### src/rtl/tri_interval_pwm.sv
module tri_interval_pwm #(
  parameter int W  = 16,
  parameter int AW = 8
) (
  input  logic          clk,
  input  logic          rst_n,
  input  logic          wr_en,
  input  logic          rd_en,
  input  logic [AW-1:0] addr,
  input  logic [31:0]   wdata,
  output logic [31:0]   rdata,
  output logic [2:0]    wave,
  output logic [2:0]    irq
);
  localparam int NCH = 3;
  localparam int STRIDE = 4;
  localparam int PSW = 16;
  localparam int O_CLK = 'h00, O_CTL = 'h0C, O_CNT = 'h18, O_IVL = 'h24;
  localparam int O_MAT = 'h30, O_STS = 'h54, O_IEN = 'h60;
  localparam logic [W-1:0] CMAX = '1;

  logic [NCH-1:0]        dis, imode, restart;
  logic [NCH-1:0][W-1:0] cnt, ival;
  logic [NCH-1:0][31:0]  rdv;

  for (genvar i = 0; i < NCH; i++) begin : g_ch
    localparam logic [AW-1:0] A_CLK = AW'(O_CLK + STRIDE*i);
    localparam logic [AW-1:0] A_CTL = AW'(O_CTL + STRIDE*i);
    localparam logic [AW-1:0] A_CNT = AW'(O_CNT + STRIDE*i);
    localparam logic [AW-1:0] A_IVL = AW'(O_IVL + STRIDE*i);
    localparam logic [AW-1:0] A_MAT = AW'(O_MAT + STRIDE*i);
    localparam logic [AW-1:0] A_STS = AW'(O_STS + STRIDE*i);
    localparam logic [AW-1:0] A_IEN = AW'(O_IEN + STRIDE*i);

    logic           ps_en, src, r_dis, r_im, mm, wav_n, pol;
    logic [3:0]     ps_n;
    logic [W-1:0]   r_cnt, r_ivl, mval, nxt;
    logic [PSW-1:0] pc, mask;
    logic [2:0]     sts, ien, ev;
    logic           w_clk, w_ctl, w_ivl, w_mat, w_ien, r_sts;
    logic           tick, wrap_i, wrap_o, raw;

    assign w_clk = wr_en && addr == A_CLK;
    assign w_ctl = wr_en && addr == A_CTL;
    assign w_ivl = wr_en && addr == A_IVL;
    assign w_mat = wr_en && addr == A_MAT;
    assign w_ien = wr_en && addr == A_IEN;
    assign r_sts = rd_en && addr == A_STS;
    assign restart[i] = w_ctl && wdata[4];

    assign mask   = PSW'((17'd2 << ps_n) - 17'd1);
    assign tick   = !r_dis && (!ps_en || ((pc & mask) == mask));
    assign wrap_i = r_im && r_cnt == r_ivl;
    assign wrap_o = !wrap_i && r_cnt == CMAX;
    assign nxt    = wrap_i ? '0 : r_cnt + W'(1);
    assign ev     = tick ? {wrap_o, mm && nxt == mval, wrap_i} : 3'b000;

    always_ff @(posedge clk) begin
      if (!rst_n) begin
        ps_en <= 1'b0; ps_n <= '0; src <= 1'b0;
        r_dis <= 1'b1; r_im <= 1'b0; mm <= 1'b0; wav_n <= 1'b1; pol <= 1'b1;
        r_cnt <= '0; r_ivl <= '0; mval <= '0; pc <= '0; sts <= '0; ien <= '0;
      end else begin
        if (w_clk) begin
          ps_en <= wdata[0];
          ps_n  <= wdata[4:1];
          src   <= wdata[5];
        end
        if (w_ctl) begin
          r_dis <= wdata[0];
          r_im  <= wdata[1];
          mm    <= wdata[3];
          wav_n <= wdata[5];
          pol   <= wdata[6];
        end
        if (w_ivl) r_ivl <= wdata[W-1:0];
        if (w_mat) mval  <= wdata[W-1:0];
        if (w_ien) ien   <= wdata[2:0];
        if (restart[i]) begin
          r_cnt <= '0;
          pc    <= '0;
        end else if (!r_dis) begin
          pc <= pc + PSW'(1);
          if (tick) r_cnt <= nxt;
        end
        sts <= r_sts ? ev : (sts | ev);
      end
    end

    assign raw     = mm ? (r_cnt < mval) : 1'b1;
    assign wave[i] = (!r_dis && !wav_n) ? (pol ? raw : !raw) : !pol;
    assign irq[i]  = |(sts & ien);

    assign dis[i]   = r_dis;
    assign imode[i] = r_im;
    assign cnt[i]   = r_cnt;
    assign ival[i]  = r_ivl;

    always_comb begin
      rdv[i] = '0;
      case (addr)
        A_CLK:   rdv[i] = {26'd0, src, ps_n, ps_en};
        A_CTL:   rdv[i] = {25'd0, pol, wav_n, 1'b0, mm, 1'b0, r_im, r_dis};
        A_CNT:   rdv[i] = 32'(r_cnt);
        A_IVL:   rdv[i] = 32'(r_ivl);
        A_MAT:   rdv[i] = 32'(mval);
        A_STS:   rdv[i] = {29'd0, sts};
        A_IEN:   rdv[i] = {29'd0, ien};
        default: rdv[i] = '0;
      endcase
    end
  end

  always_comb begin
    rdata = '0;
    for (int i = 0; i < NCH; i++) rdata = rdata | rdv[i];
  end
endmodule

### config.mk
export PLATFORM = sky130hd
export DESIGN_NAME = tri_interval_pwm
export DESIGN_NICKNAME = d
export VERILOG_FILES = /design/src/rtl/tri_interval_pwm.sv
export SDC_FILE = /design/constraint.sdc
export NUM_CORES = 1
export LEC_CHECK = 0
export BUFFER_PORTS_ARGS = -buffer_cell sky130_fd_sc_hd__buf_4
export CORE_MARGIN = 2
export CORE_UTILIZATION = 25
export CTS_CLUSTER_DIAMETER = 30
export DETAILED_ROUTE_END_ITERATION = 12
export GPL_ROUTABILITY_DRIVEN = 0
export HOLD_SLACK_MARGIN = 0.05
export MAX_ROUTING_LAYER = met4
export PLACE_DENSITY = 0.41
export RECOVER_POWER = 25
export SLEW_MARGIN = 20
export SYNTH_ARGS = -nofsm -noshare
export SYNTH_HDL_FRONTEND = slang
export SYNTH_SLANG_ARGS = --single-unit
export TNS_END_PERCENT = 10
### constraint.sdc
create_clock -name clk -period 6.22 [get_ports clk]
set_input_delay 1.555 -clock clk [delete_from_list [all_inputs] [get_ports clk]]
set_output_delay 1.555 -clock clk [all_outputs]
set_load 0.005 [all_outputs]
==> reports/metrics.csv <==
stage;metric;value;unit
run_status;violated checks;max-capacitance violations, max-slew violations;
power;Power Dens Cells;291;mW/mm^2
global_route;GRT Residual Overflow;0;
worst_setup_path;worst-path cell chain;clkbuf_4, or4_1, nor2_1, clkbuf_1, a22oi_1, and3_1, nand4_1, buf_4;
floorplan;area of the die;0.0648;mm^2
route;vias;15553;
sta;setup violators final;0;
run_status;status;finished, violations left;
synth;Mapped Cells;2049;
sta;Worst Hold Slack;0.490;ns
finish;Net count, final;2157;
flow_run;max cap viols;1;
global_route;largest net degree at the start of global routing;92;
sta;Least-Margin Pin Slew;1.75;ns
finish;synthesis-to-layout area growth;22.6;%
clock_network;post_cts resized;0;
power;Overall Power;5.60;mW
clock_network;clock latency on the worst-skew pair;0.60;ns
sta;Final Hold Fails;0;
global_route;vias in the first global route;14753;
place;Place WS;0.798;ns
global_route;grt met1 use;25.9;%
clock_network;H-tree levels;3;
synth;top post-synthesis cells by area;dfxtp_1 (31%), nand3_1 (6.8%), a21boi_0 (6.4%), nand2_1 (6.0%), ha_1 (4.3%);
worst_setup_path;crit path DAT;3.98;ns
place;Port Buf Inserts;49;
worst_setup_path;delay of the slowest critical-path stage;0.72;ns
clock_network;Worst-path clk slew;0.04;ns
global_route;first-pass GRT wire length;94.0;mm
synth;largest family of logic cells by synthesized area;simple AND/OR/NAND/NOR gates;
route;initial DRC count;1150;
finish;n_diodes;0;
sta;fin worst setup slack;0.683;ns
worst_setup_path;crit path buf inv count;3;
clock_network;total clock sinks;243;
sta;FMAX;181;MHz
worst_setup_path;CP top delay family;simple AND/OR/NAND/NOR gates;
synth;Top FF cell, synth;dfxtp_1;
floorplan;IO Count;82;
global_route;antenna violations before repair;0;
clock_network;CTS max path bufs;3;
synth;top-count cell post-synth;nand2_1;
worst_setup_path;Startpoint Class;input pin;
worst_setup_path;required time worst endpoint;4.66;ns
finish;fin cells;2957;
power;Max VDD drop;0.000148;V
worst_setup_path;Critical Path Fanout Max;10;
clock_network;CTS tree;built;
route;routed length per instance;21.0;um
route;final WL;62.1;mm
floorplan;Cell Rows;91;
place;total placed cells including tap cells;2813;
floorplan;die height;255;um
floorplan;CORE AREA;0.0619;mm^2
route;via density per instance;5.26;
clock_network;Clock Tree Root;clkbuf_16;
synth;cell area after synthesis;0.0157;mm^2
synth;Distinct cells, synth;84;
synth;post-synthesis adder-cell area fraction;4.30;%
place;placed cell area;0.0166;mm^2
synth;mean post-synth cell area;7.66;um^2
finish;final core utilization;31.1;%
synth;Synth Area in Compound Gates;22.9;%
route;DRT Pass-1 Iters;6;
global_route;GRT Util Overall;19.6;%
worst_setup_path;CP endpoint kind;output pin;
synth;Ys Warns;0;
floorplan;chip width;255;um
sta;Slew HR;-16.6;%
power;LEAKAGE;6.73;nW
sta;Final Skew;0.0159;ns
worst_setup_path;WS Path Type;input pin to output pin;
synth;asr flop ratio synth;0;%
synth;Synth Area in Simple Gates;27.1;%
synth;sequential area share after synthesis;31.0;%
synth;biggest area consumer among synthesized cells;dfxtp_1;
sta;Max Slew Vio Count;33;
global_route;met2 Use GR;30.7;%
synth;xor and xnor area share after synthesis;7.55;%
clock_network;Setup Buffers After CTS;0;
synth;EDFF count, synth;0;
finish;cell area after layout;0.0193;mm^2
sta;RSZ-0062 raised after global routing;no;
route;Routed Antenna Nets;0;
synth;flip-flop and latch count after synthesis;243;
clock_network;Num CTS Buffers;81;
worst_setup_path;CP max-delay cell;or4_1;
worst_hold_path;HP Class;flop to flop;
sta;setup TNS;0;ns
synth;post-synth top area share;31.0;%
global_route;grt met3 use;2.96;%
route;DR DRC count;0;
global_route;most used routing layer;met2;
finish;fillers;6614;
place;DP Wirelength;45.2;mm
synth;mux cell area share after synthesis;0.327;%
synth;most frequent cells after synthesis;nand2_1 (250), dfxtp_1 (243), nand3_1 (213), nor2_1 (143), a21boi_0 (133);
sta;Tmin final;5.54;ns
finish;ratio of cells with drive above 1 in the final layout;10.8;%
sta;fin crit share;89.0;%
clock_network;hold-fix buffers at CTS;0;
floorplan;Initial Util;25.4;%
## state kept, by name (all words and copies together) (netlist names), 9 cells and up
| register | cells |
|---|---|
| g_ch.mval | 48 |
| g_ch.pc | 48 |
| g_ch.r_cnt | 48 |
| g_ch.r_ivl | 48 |
| g_ch.ps_n | 12 |
| g_ch.ien | 9 |
| g_ch.sts | 9 |
## worst reg2reg max path, cell delays in order, from the launching register on
cell	delay, ns
dfxtp_1	0.81
nor2_1	0.22
nand3_1	0.14
ha_1	0.46
nor2_1	0.17
mux2_2	0.31
a2111oi_1	0.39
nand3_1	0.13
o32a_1	0.31
buf_4	0.22
nor2_1	0.67
nand4_1	0.44
a21boi_0	0.29
## cells by family after synthesis
group,after synthesis
AND/OR/NAND/NOR,860
AO/OA/AOI/OAI,511
flip-flops,243
buffers and inverters,242
XOR/XNOR,133
adder cells (fa/ha/maj),54
multiplexers,5
other,1
## layer usage
| layer | share of wire (%) | wire [um] |
|---|---|---|
| met3 | 5.8 | 3570 |
| met2 | 46 | 28500 |
| met1 | 46 | 28600 |
| met4 | 2.2 | 1360 |
| met5 | 0 | 0 |
## cell type report
cell class | count | area [um^2] | area share [%]
Clock buffer | 116 | 2330 | 12.1
Clock inverter | 28 | 313 | 1.62
Inverter | 72 | 270 | 1.40
Multi-Input combinational cell | 1579 | 9840 | 51.1
Sequential cell | 243 | 4860 | 25.3
Tap cell | 837 | 1050 | 5.44
Timing Repair Buffer | 82 | 586 | 3.04
## report_power, final
group / total (mW) / leakage [nW] / internal (mW) / switching [mW]
logic: 0.122 / 3.47 / 0.0337 / 0.0883
clock network: 3.91 / 1.31 / 2.76 / 1.14
registers: 1.57 / 1.96 / 1.57 / 0.00257
total: 5.60 / 6.73 / 4.36 / 1.23
## placed cells by master (no fill, tap or decap), types with 17 or more instances in the layout
master / n
a22oi_1: 39
nand3b_1: 19
a21oi_1: 91
a22o_1: 20
ha_1: 54
clkbuf_16: 82
xnor2_1: 75
dfxtp_1: 243
inv_1: 72
buf_4: 72
nand2_1: 250
nor2b_1: 29
and3_1: 22
a222oi_1: 17
clkbuf_1: 27
nor4_1: 19
nor3_1: 29
o21ai_0: 77
a221oi_1: 24
nor2_1: 139
xor2_1: 56
or3_1: 36
nand3_1: 213
a21o_1: 25
a21boi_0: 133
nand4_1: 29
## worst paths after layout
path,start,end,slack [ns],cells after the start
worst max register to register,g_ch[1].ps_n[1],g_ch[1].sts[2],1.59,12
worst min register to register,g_ch[0].ien[1],g_ch[0].ien[1],0.49,2
worst min-delay path,g_ch[0].ien[1],g_ch[0].ien[1],0.49,2
worst max-delay path,addr[1],rdata[5],0.68,8
Note: power is estimated with default switching activity, not from simulation.
